$ cat src/rtl/sc_ctrl_pkg.sv
package sc_ctrl_pkg;
  localparam int unsigned RID_W = 4;
  localparam int unsigned FN_W  = 4;

  typedef enum logic [3:0] {
    OPC_HALT  = 4'h0,
    OPC_NOP   = 4'h1,
    OPC_RRMV  = 4'h2,
    OPC_IRMV  = 4'h3,
    OPC_RMMV  = 4'h4,
    OPC_MRMV  = 4'h5,
    OPC_ALU   = 4'h6,
    OPC_JMP   = 4'h7,
    OPC_CALL  = 4'h8,
    OPC_RET   = 4'h9,
    OPC_PUSH  = 4'hA,
    OPC_POP   = 4'hB
  } opc_e;

  localparam logic [RID_W-1:0] RID_SP   = 4'h4;
  localparam logic [RID_W-1:0] RID_NONE = 4'hF;
  localparam logic [FN_W-1:0]  FN_ADD   = 4'h0;
endpackage

$ cat src/rtl/sc_reg_steer.sv
module sc_reg_steer
  import sc_ctrl_pkg::*;
(
  input  opc_e             opc,
  input  logic [RID_W-1:0] ra,
  input  logic [RID_W-1:0] rb,
  output logic [RID_W-1:0] src_a,
  output logic [RID_W-1:0] src_b,
  output logic [RID_W-1:0] dst_e,
  output logic [RID_W-1:0] dst_m
);
  always_comb begin
    unique case (opc)
      OPC_RRMV, OPC_RMMV, OPC_ALU, OPC_PUSH: src_a = ra;
      OPC_POP, OPC_RET:                      src_a = RID_SP;
      default:                               src_a = RID_NONE;
    endcase
    unique case (opc)
      OPC_ALU, OPC_RMMV, OPC_MRMV:             src_b = rb;
      OPC_PUSH, OPC_POP, OPC_CALL, OPC_RET:    src_b = RID_SP;
      default:                                 src_b = RID_NONE;
    endcase
    unique case (opc)
      OPC_RRMV, OPC_IRMV, OPC_ALU:             dst_e = rb;
      OPC_PUSH, OPC_POP, OPC_CALL, OPC_RET:    dst_e = RID_SP;
      default:                                 dst_e = RID_NONE;
    endcase
    unique case (opc)
      OPC_MRMV, OPC_POP: dst_m = ra;
      default:           dst_m = RID_NONE;
    endcase
  end

  // Stack-class instructions always update the stack pointer
  always_comb begin
    if (opc == OPC_PUSH || opc == OPC_POP || opc == OPC_CALL || opc == OPC_RET)
      p_stack_dst_r3: assert (dst_e == RID_SP);
  end

  // Pop writes the popped word to rA alongside the stack pointer
  always_comb begin
    if (opc == OPC_POP)
      p_pop_dual_r4: assert (dst_m == ra && dst_e == RID_SP);
  end
endmodule

$ cat src/rtl/sc_alu_steer.sv
module sc_alu_steer
  import sc_ctrl_pkg::*;
#(
  parameter int unsigned WORD_W = 32
) (
  input  opc_e              opc,
  input  logic [FN_W-1:0]   ifun,
  input  logic [WORD_W-1:0] val_a,
  input  logic [WORD_W-1:0] val_b,
  input  logic [WORD_W-1:0] val_c,
  output logic [WORD_W-1:0] alu_a,
  output logic [WORD_W-1:0] alu_b,
  output logic [FN_W-1:0]   alu_fn,
  output logic              cc_load
);
  localparam logic [WORD_W-1:0] STEP_UP   = WORD_W'(4);
  localparam logic [WORD_W-1:0] STEP_DOWN = ~WORD_W'(3);

  always_comb begin
    unique case (opc)
      OPC_RRMV, OPC_ALU:            alu_a = val_a;
      OPC_IRMV, OPC_RMMV, OPC_MRMV: alu_a = val_c;
      OPC_CALL, OPC_PUSH:           alu_a = STEP_DOWN;
      OPC_RET, OPC_POP:             alu_a = STEP_UP;
      default:                      alu_a = '0;
    endcase
    alu_b   = (opc == OPC_RRMV || opc == OPC_IRMV) ? '0 : val_b;
    cc_load = (opc == OPC_ALU);
    alu_fn  = cc_load ? ifun : FN_ADD;
  end

  // Condition codes only follow an op whose function passes through
  always_comb begin
    if (cc_load)
      p_cc_fn_r7: assert (alu_fn == ifun);
    else
      p_add_only_r7: assert (alu_fn == FN_ADD);
  end

  // Stack adjust is always a signed step of magnitude four
  always_comb begin
    if (opc == OPC_PUSH || opc == OPC_CALL)
      p_step_sum_r5: assert (alu_a + STEP_UP == '0);
  end
endmodule

$ cat src/rtl/sc_mem_steer.sv
module sc_mem_steer
  import sc_ctrl_pkg::*;
#(
  parameter int unsigned WORD_W = 32
) (
  input  opc_e              opc,
  input  logic [WORD_W-1:0] val_a,
  input  logic [WORD_W-1:0] val_e,
  input  logic [WORD_W-1:0] val_p,
  output logic              mem_rd,
  output logic              mem_wr,
  output logic [WORD_W-1:0] mem_addr,
  output logic [WORD_W-1:0] mem_wdata
);
  always_comb begin
    mem_rd = (opc == OPC_MRMV) || (opc == OPC_POP) || (opc == OPC_RET);
    mem_wr = (opc == OPC_RMMV) || (opc == OPC_PUSH) || (opc == OPC_CALL);
    unique case (opc)
      OPC_RMMV, OPC_PUSH, OPC_CALL, OPC_MRMV: mem_addr = val_e;
      OPC_POP, OPC_RET:                       mem_addr = val_a;
      default:                                mem_addr = '0;
    endcase
    mem_wdata = (opc == OPC_CALL) ? val_p : val_a;
  end

  // Read and write strobes are never raised together
  always_comb begin
    p_rd_wr_excl_r8: assert ($onehot0({mem_rd, mem_wr}));
  end
endmodule

$ cat src/rtl/sc_pc_steer.sv
module sc_pc_steer
  import sc_ctrl_pkg::*;
#(
  parameter int unsigned WORD_W = 32
) (
  input  opc_e              opc,
  input  logic              br_taken,
  input  logic [WORD_W-1:0] val_c,
  input  logic [WORD_W-1:0] val_p,
  input  logic [WORD_W-1:0] val_m,
  output logic [WORD_W-1:0] pc_next
);
  always_comb begin
    if (opc == OPC_CALL)                   pc_next = val_c;
    else if (opc == OPC_JMP && br_taken)   pc_next = val_c;
    else if (opc == OPC_RET)               pc_next = val_m;
    else                                   pc_next = val_p;
  end

  // Non-control-flow codes fall through
  always_comb begin
    if (opc != OPC_CALL && opc != OPC_JMP && opc != OPC_RET)
      p_fallthru_r10: assert (pc_next == val_p);
  end
endmodule

$ cat src/rtl/sc_ctrl_decode.sv
module sc_ctrl_decode
  import sc_ctrl_pkg::*;
#(
  parameter int unsigned WORD_W = 32
) (
  input  logic [3:0]        icode,
  input  logic [3:0]        ifun,
  input  logic [3:0]        ra,
  input  logic [3:0]        rb,
  input  logic [WORD_W-1:0] val_a,
  input  logic [WORD_W-1:0] val_b,
  input  logic [WORD_W-1:0] val_c,
  input  logic [WORD_W-1:0] val_p,
  input  logic [WORD_W-1:0] val_e,
  input  logic [WORD_W-1:0] val_m,
  input  logic              br_taken,
  output logic [3:0]        src_a,
  output logic [3:0]        src_b,
  output logic [3:0]        dst_e,
  output logic [3:0]        dst_m,
  output logic [WORD_W-1:0] alu_a,
  output logic [WORD_W-1:0] alu_b,
  output logic [3:0]        alu_fn,
  output logic              cc_load,
  output logic              mem_rd,
  output logic              mem_wr,
  output logic [WORD_W-1:0] mem_addr,
  output logic [WORD_W-1:0] mem_wdata,
  output logic [WORD_W-1:0] pc_next
);
  opc_e opc;
  assign opc = opc_e'(icode);

  sc_reg_steer u_reg (
    .opc(opc), .ra(ra), .rb(rb),
    .src_a(src_a), .src_b(src_b), .dst_e(dst_e), .dst_m(dst_m)
  );

  sc_alu_steer #(.WORD_W(WORD_W)) u_alu (
    .opc(opc), .ifun(ifun), .val_a(val_a), .val_b(val_b), .val_c(val_c),
    .alu_a(alu_a), .alu_b(alu_b), .alu_fn(alu_fn), .cc_load(cc_load)
  );

  sc_mem_steer #(.WORD_W(WORD_W)) u_mem (
    .opc(opc), .val_a(val_a), .val_e(val_e), .val_p(val_p),
    .mem_rd(mem_rd), .mem_wr(mem_wr), .mem_addr(mem_addr), .mem_wdata(mem_wdata)
  );

  sc_pc_steer #(.WORD_W(WORD_W)) u_pc (
    .opc(opc), .br_taken(br_taken), .val_c(val_c), .val_p(val_p), .val_m(val_m),
    .pc_next(pc_next)
  );

  // Codes with no architectural effect leave every write path idle
  always_comb begin
    if (icode <= 4'h1 || icode >= 4'hC)
      p_idle_code_r11: assert (!mem_rd && !mem_wr && !cc_load &&
                               dst_e == RID_NONE && dst_m == RID_NONE);
  end
endmodule

$ cat config.mk
export PLATFORM = sky130hd
export DESIGN_NAME = sc_ctrl_decode
export DESIGN_NICKNAME = d
export VERILOG_FILES = /design/src/rtl/sc_ctrl_pkg.sv /design/src/rtl/sc_reg_steer.sv /design/src/rtl/sc_alu_steer.sv /design/src/rtl/sc_mem_steer.sv /design/src/rtl/sc_pc_steer.sv /design/src/rtl/sc_ctrl_decode.sv
export SDC_FILE = /design/constraint.sdc
export NUM_CORES = 1
export LEC_CHECK = 0
export BUFFER_PORTS_ARGS = -buffer_cell sky130_fd_sc_hd__buf_2
export CAP_MARGIN = 10
export CORE_AREA = 2 2 150 152
export DETAILED_ROUTE_END_ITERATION = 6
export DIE_AREA = 0 0 152 154
export PLACE_DENSITY = 0.54
export SLEW_MARGIN = 20
export SYNTH_ARGS = -nofsm -noshare
export SYNTH_HDL_FRONTEND = slang
export SYNTH_HIERARCHICAL = 1
export SYNTH_SLANG_ARGS = --single-unit
$ cat constraint.sdc
create_clock -name vclk -period 1.8
set_input_delay 0.18 -clock vclk [all_inputs]
set_output_delay 0.18 -clock vclk [all_outputs]
set_load 0.05 [all_outputs]
# ---- Word level (Yosys, flattened, before mapping)
# Index checks and enable logic that the tools add are counted.
dict set report op_classes {
  add_sub_neg 0
  n_mul 0
  div 0
  n_lt_le_gt_ge 0
  eq_ne 10
  n_shift 0
  n_mux 12
  n_bitwise 0
  n_reduce_logical 16
}
# cell count
set ops {}
lappend ops {{32-bit 2-to-1 mux} 5}
lappend ops {{32-bit case mux with 4 select lines} 1}
lappend ops {{32-bit case mux with 2 select lines} 1}
lappend ops {{4-bit case mux with 2 select lines} 3}
lappend ops {{4-bit by 3-bit == test with 1-bit output (second input constant)} 4}
lappend ops {{4-bit == test (second input constant)} 4}
lappend ops {{4-bit OR reduction} 3}
lappend ops {{3-bit OR reduction} 3}
lappend ops {{4-bit by 2-bit == test with 1-bit output (second input constant)} 2}
lappend ops {{4-bit 2-to-1 mux} 2}
lappend ops {{2-bit OR reduction} 4}
lappend ops {{1-bit logical OR} 5}
lappend ops {{1-bit logical AND} 1}
dict set report word_totals {
  register_bits 0
  latchBits 0
  ram_bits 0
  romBits 0
  out_inout_bits 183
  word_cells 38
  mem_count 0
}

# ---- Depth between registers and ports, before layout
dict set report logic_depth {
  depth_word 4
  ltp_mapped 6
}

# ---- Hierarchy
# The synthesis kept the hierarchy.
# mod n_inst cells_each area_per_inst_um2
set by_module_without_submodules {}
lappend by_module_without_submodules {sc_mem_steer 1 116 1111.1}
lappend by_module_without_submodules {sc_alu_steer 1 131 1061.0}
lappend by_module_without_submodules {sc_pc_steer 1 75 968.4}
lappend by_module_without_submodules {sc_reg_steer 1 38 242.7}

# ---- Worst setup path before layout
# Ideal clock, no wire load.
dict set report synth_path {
  kind {input-to-output}
  from {input port icode[0]}
  to {output port alu_a[0]}
  t_arrival_ns 1.892
  required_ns 1.620
  path_slack_ns -0.272
  cell_stages 4
  path_cell_list {buf_2 -> nor2b_1 -> nand2_1 -> a311oi_1}
}
dict set report synth_via {
  elab_chain_cells 3
}
# item line
set synth_lines {}
lappend synth_lines {{start: declaration} sc_ctrl_decode.sv:6} ;# input logic [3:0] icode,
lappend synth_lines {{4-bit by 3-bit == test with 1-bit output, or another cell as far along} sc_alu_steer.sv:20} ;# unique case (opc)
lappend synth_lines {{3-bit OR reduction / 2-bit OR reduction (equally long branches)} sc_alu_steer.sv:20}
lappend synth_lines {{32-bit case mux with 4 select lines (*)} sc_alu_steer.sv:20}
lappend synth_lines {{end: declaration} sc_ctrl_decode.sv:21} ;# output logic [WORD_W-1:0] alu_a,
# Mark *: on every way between the ends. The rest lies on a longest branch, timed or not.

# ---- Final worst setup path
dict set report layout_path {
  from {input port icode[1]}
  to {output port pc_next[21]}
}
dict set report layout_via {
  elab_chain_cells 4
}
# item line
set layout_lines {}
lappend layout_lines {{4-bit == test / 4-bit by 3-bit == test with 1-bit output (equally long branches)} {sc_pc_steer.sv:16, sc_pc_steer.sv:15}}
lappend layout_lines {{32-bit 2-to-1 mux / 1-bit logical AND (equally long branches)} {sc_pc_steer.sv:16, sc_pc_steer.sv:15}}
lappend layout_lines {{32-bit 2-to-1 mux} sc_pc_steer.sv:15} ;# else if (opc == OPC_JMP && br_taken) pc_next = val_c;
lappend layout_lines {{32-bit 2-to-1 mux (*)} sc_pc_steer.sv:14} ;# if (opc == OPC_CALL) pc_next = val_c;
lappend layout_lines {{end: declaration} sc_ctrl_decode.sv:29} ;# output logic [WORD_W-1:0] pc_next
# Marked as above.

==> flow_metrics.env <==
export IMPL_grt_start_max_net_pins=35
export IMPL_fmax_ghz=0.535
export IMPL_endpoint_kind="primary output"
export IMPL_tns_ns=-1.37
export IMPL_worstPathArrival_ns=1.69
export IMPL_dp_cells=1032
export IMPL_synth_xor_area_share_pct=0
export IMPL_criticalPathCategory="input port to primary output"
export IMPL_syn_inst=360
export IMPL_via_per_inst=4.55
export IMPL_critPathSlowestCell="mux2_4"
export IMPL_synth_fa_ha_area_share_pct=0
export IMPL_cellLeakagePower_nw=3.53
export IMPL_wl_per_cell_um=19.9
export IMPL_seq_cells=0
export IMPL_grt_overflow_total=0
export IMPL_hold_violations=0
export IMPL_yosys_area_top_type="mux2_2"
export IMPL_timing_slew_headroom_pct=67.9
export IMPL_worst_ep_required_time_ns=1.62
export IMPL_fillCellCount=2271
export IMPL_clkbuf_count=0
export IMPL_syn_to_final_growth_pct=108
export IMPL_hold_slack_ns=0.731
export IMPL_startpoint_type="input port"
export IMPL_hold_path_class="input port to primary output"
export IMPL_die_area_um2=23400
export IMPL_crit_path_max_fanout=7
export IMPL_drv_slew=0
export IMPL_worst_slew_pin_transition_ns=0.481
export IMPL_final_setup_viol_count=32
export IMPL_crit_start="icode[1]"
export IMPL_nNetsFinal=976
export IMPL_synth_compound_area_share_pct=29.2
export IMPL_fin_ws_ns=-0.0708
export IMPL_synth_nets=569
export IMPL_powerDensity_nw_per_um2=397
export IMPL_rsz0062_at_grt="true"
export IMPL_dp_hpwl_um=14900
export IMPL_synth_area_um2=3380
export IMPL_pin_count=392
export IMPL_grt_total_usage_pct=15.4
export IMPL_syn_avg_cell_area_um2=9.40
export IMPL_drt_pass1_iter_count=4
export IMPL_finalWirelength_um=20800
export IMPL_register_area_um2=0
export IMPL_yosys_area_share_simple_pct=15.6
export IMPL_drive_above_1_share_pct=77.5
export IMPL_gp_congestion=0.806
export IMPL_crit_cells=7
export IMPL_crit_buf_inv=4
export IMPL_max_cap_violations=0
export IMPL_antenna_found_initial=1
export IMPL_critPathCapture="pc_next[21]"
export IMPL_finalCritPeriodShare_pct=104
export IMPL_synthTopCellsByArea="mux2_2, mux2_4, o2bb2ai_1"
export IMPL_synth_top_family_by_area="multiplexers"
export IMPL_period_minus_slack_ns=1.87
export IMPL_drt_drc_violations_left=0
export IMPL_seq_area_frac_synth_pct=0
export IMPL_grt_pass1_vias=4782
export IMPL_io_buffer_count=392
export IMPL_ant_nets=0
export IMPL_start_util_pct=15.6
export IMPL_grt_pass1_wl_um=28500
export IMPL_violations="setup timing"
export IMPL_outcome="finished, violations left"
export IMPL_vias=4759
export IMPL_die_h_um=154
export IMPL_postLayoutCoreUtil_pct=32.5
export IMPL_drt_iter0_markers=255
export IMPL_ys_warn_count=6
export IMPL_peakVddDrop_v=0.000204
export IMPL_core_region_area_um2=21700
export IMPL_synth_top_area_share_pct=20.3
export IMPL_layout_cells_non_filler=1047
export IMPL_critPathMaxStageDelay_ns=0.31
export IMPL_ys_types=43
export IMPL_path_cells="buf_8 > nor4bb_4 > buf_6 > buf_12 > mux2_4 > mux2_4 > buf_6"
export IMPL_worst_path_dominant_cell_family="buffers and inverters"
export IMPL_muxShareOfSynthArea_pct=45.1
export IMPL_row_count=54
export IMPL_die_w_um=152
==> per-stage QoR <==
step	area, um^2	total power [W]	setup WS (ns)
detailed placement	5930	0.00242	-0.222
CTS	6640	0.00266	-0.127
floorplan	3400	0.00164	0.129
finish	7040	0.00280	-0.0708
global placement	5930	0.00241	-0.166
global route	7040	0.00292	-0.119
==> where the power goes <==
part | switching (W) | leakage (nW) | internal [W]
combinational | 0.00172 | 3.53 | 0.00108
sequential | 0 | 0 | 0
clock | 0 | 0.0000127 | 0.000000000149
total | 0.00172 | 3.53 | 0.00108
==> repair_timing <==
action / CTS / global route
setup endpoints to repair: 124 / 112
cloned: 5 / 5
gates resized for setup: 165 / 124
pin swaps: 1 / 2
setup buffers: 6 / 1
hold buffers: 0 / 0
==> worst min-delay path by stage <==
stage	from	cells after the start	end	slack (ns)
global placement	val_c[27]	3	alu_a[27]	0.75
CTS	val_p[18]	3	mem_wdata[18]	0.73
floorplan	icode[3]	1	alu_a[0]	0.46
global route	val_c[22]	3	pc_next[22]	0.75
finish	val_p[12]	3	mem_wdata[12]	0.73
detailed placement	val_c[27]	3	alu_a[27]	0.75
==> layer usage <==
layer	share of wire, %	wire (um)	global-route usage, %
met1	41	8450	18.8
met2	50	10400	29.1
met3	7.5	1570	2.40
met4	1.6	336	2.09
met5	0	0	0
==> cell families (layout without fill, tap and decap cells) <==
group / after synthesis / after routing
muxes: 128 / 128
AOI/OAI and AO/OA: 115 / 115
buffers and inverters: 43 / 446
other: 0 / 2
and+or+nand+nor: 74 / 76
==> area by class of cell <==
class	instances	area, um^2	area share (%)
timing repair buffer	443	3370	47.8
multi-input combinational	319	3310	47.0
tap	280	350	4.97
inverter	3	11.3	0.160
antenna	2	5.00	0.0710
==> tightest hold or removal path, delay by kind of cell <==
family	cells	cell delay (ns)
muxes	1	0.15
buffers and inverters	2	0.23
==> synth_stat cells (2+ instances only) <==
cell,count
mux2_2,61
o2bb2ai_1,51
nor2b_1,36
mux2_4,33
mux2i_1,32
a21oi_2,22
a21oi_1,12
buf_2,12
buf_6,11
o2bb2ai_2,10
clkbuf_1,8
a31oi_1,6
buf_4,5
nand2_1,5
nor2_1,5
and2_1,4
buf_12,4
nand2b_1,4
o21ai_0,4
o21bai_1,4
and2b_4,3
inv_1,3
a311oi_1,2
mux2_1,2
nand3b_1,2
nor4bb_1,2
==> layout by cell type, fill, tap and decap left out, drive strengths merged, types with 3 or more instances in the layout <==
master,instances
buf,421
mux2,96
o2bb2ai,61
nor2b,38
a21oi,34
mux2i,32
clkbuf,22
a31oi,6
nor2,5
nand2,5
and2b,5
and2,4
o21ai,4
o21bai,4
nand2b,4
inv,3
Note: power is estimated with default switching activity, not from simulation.
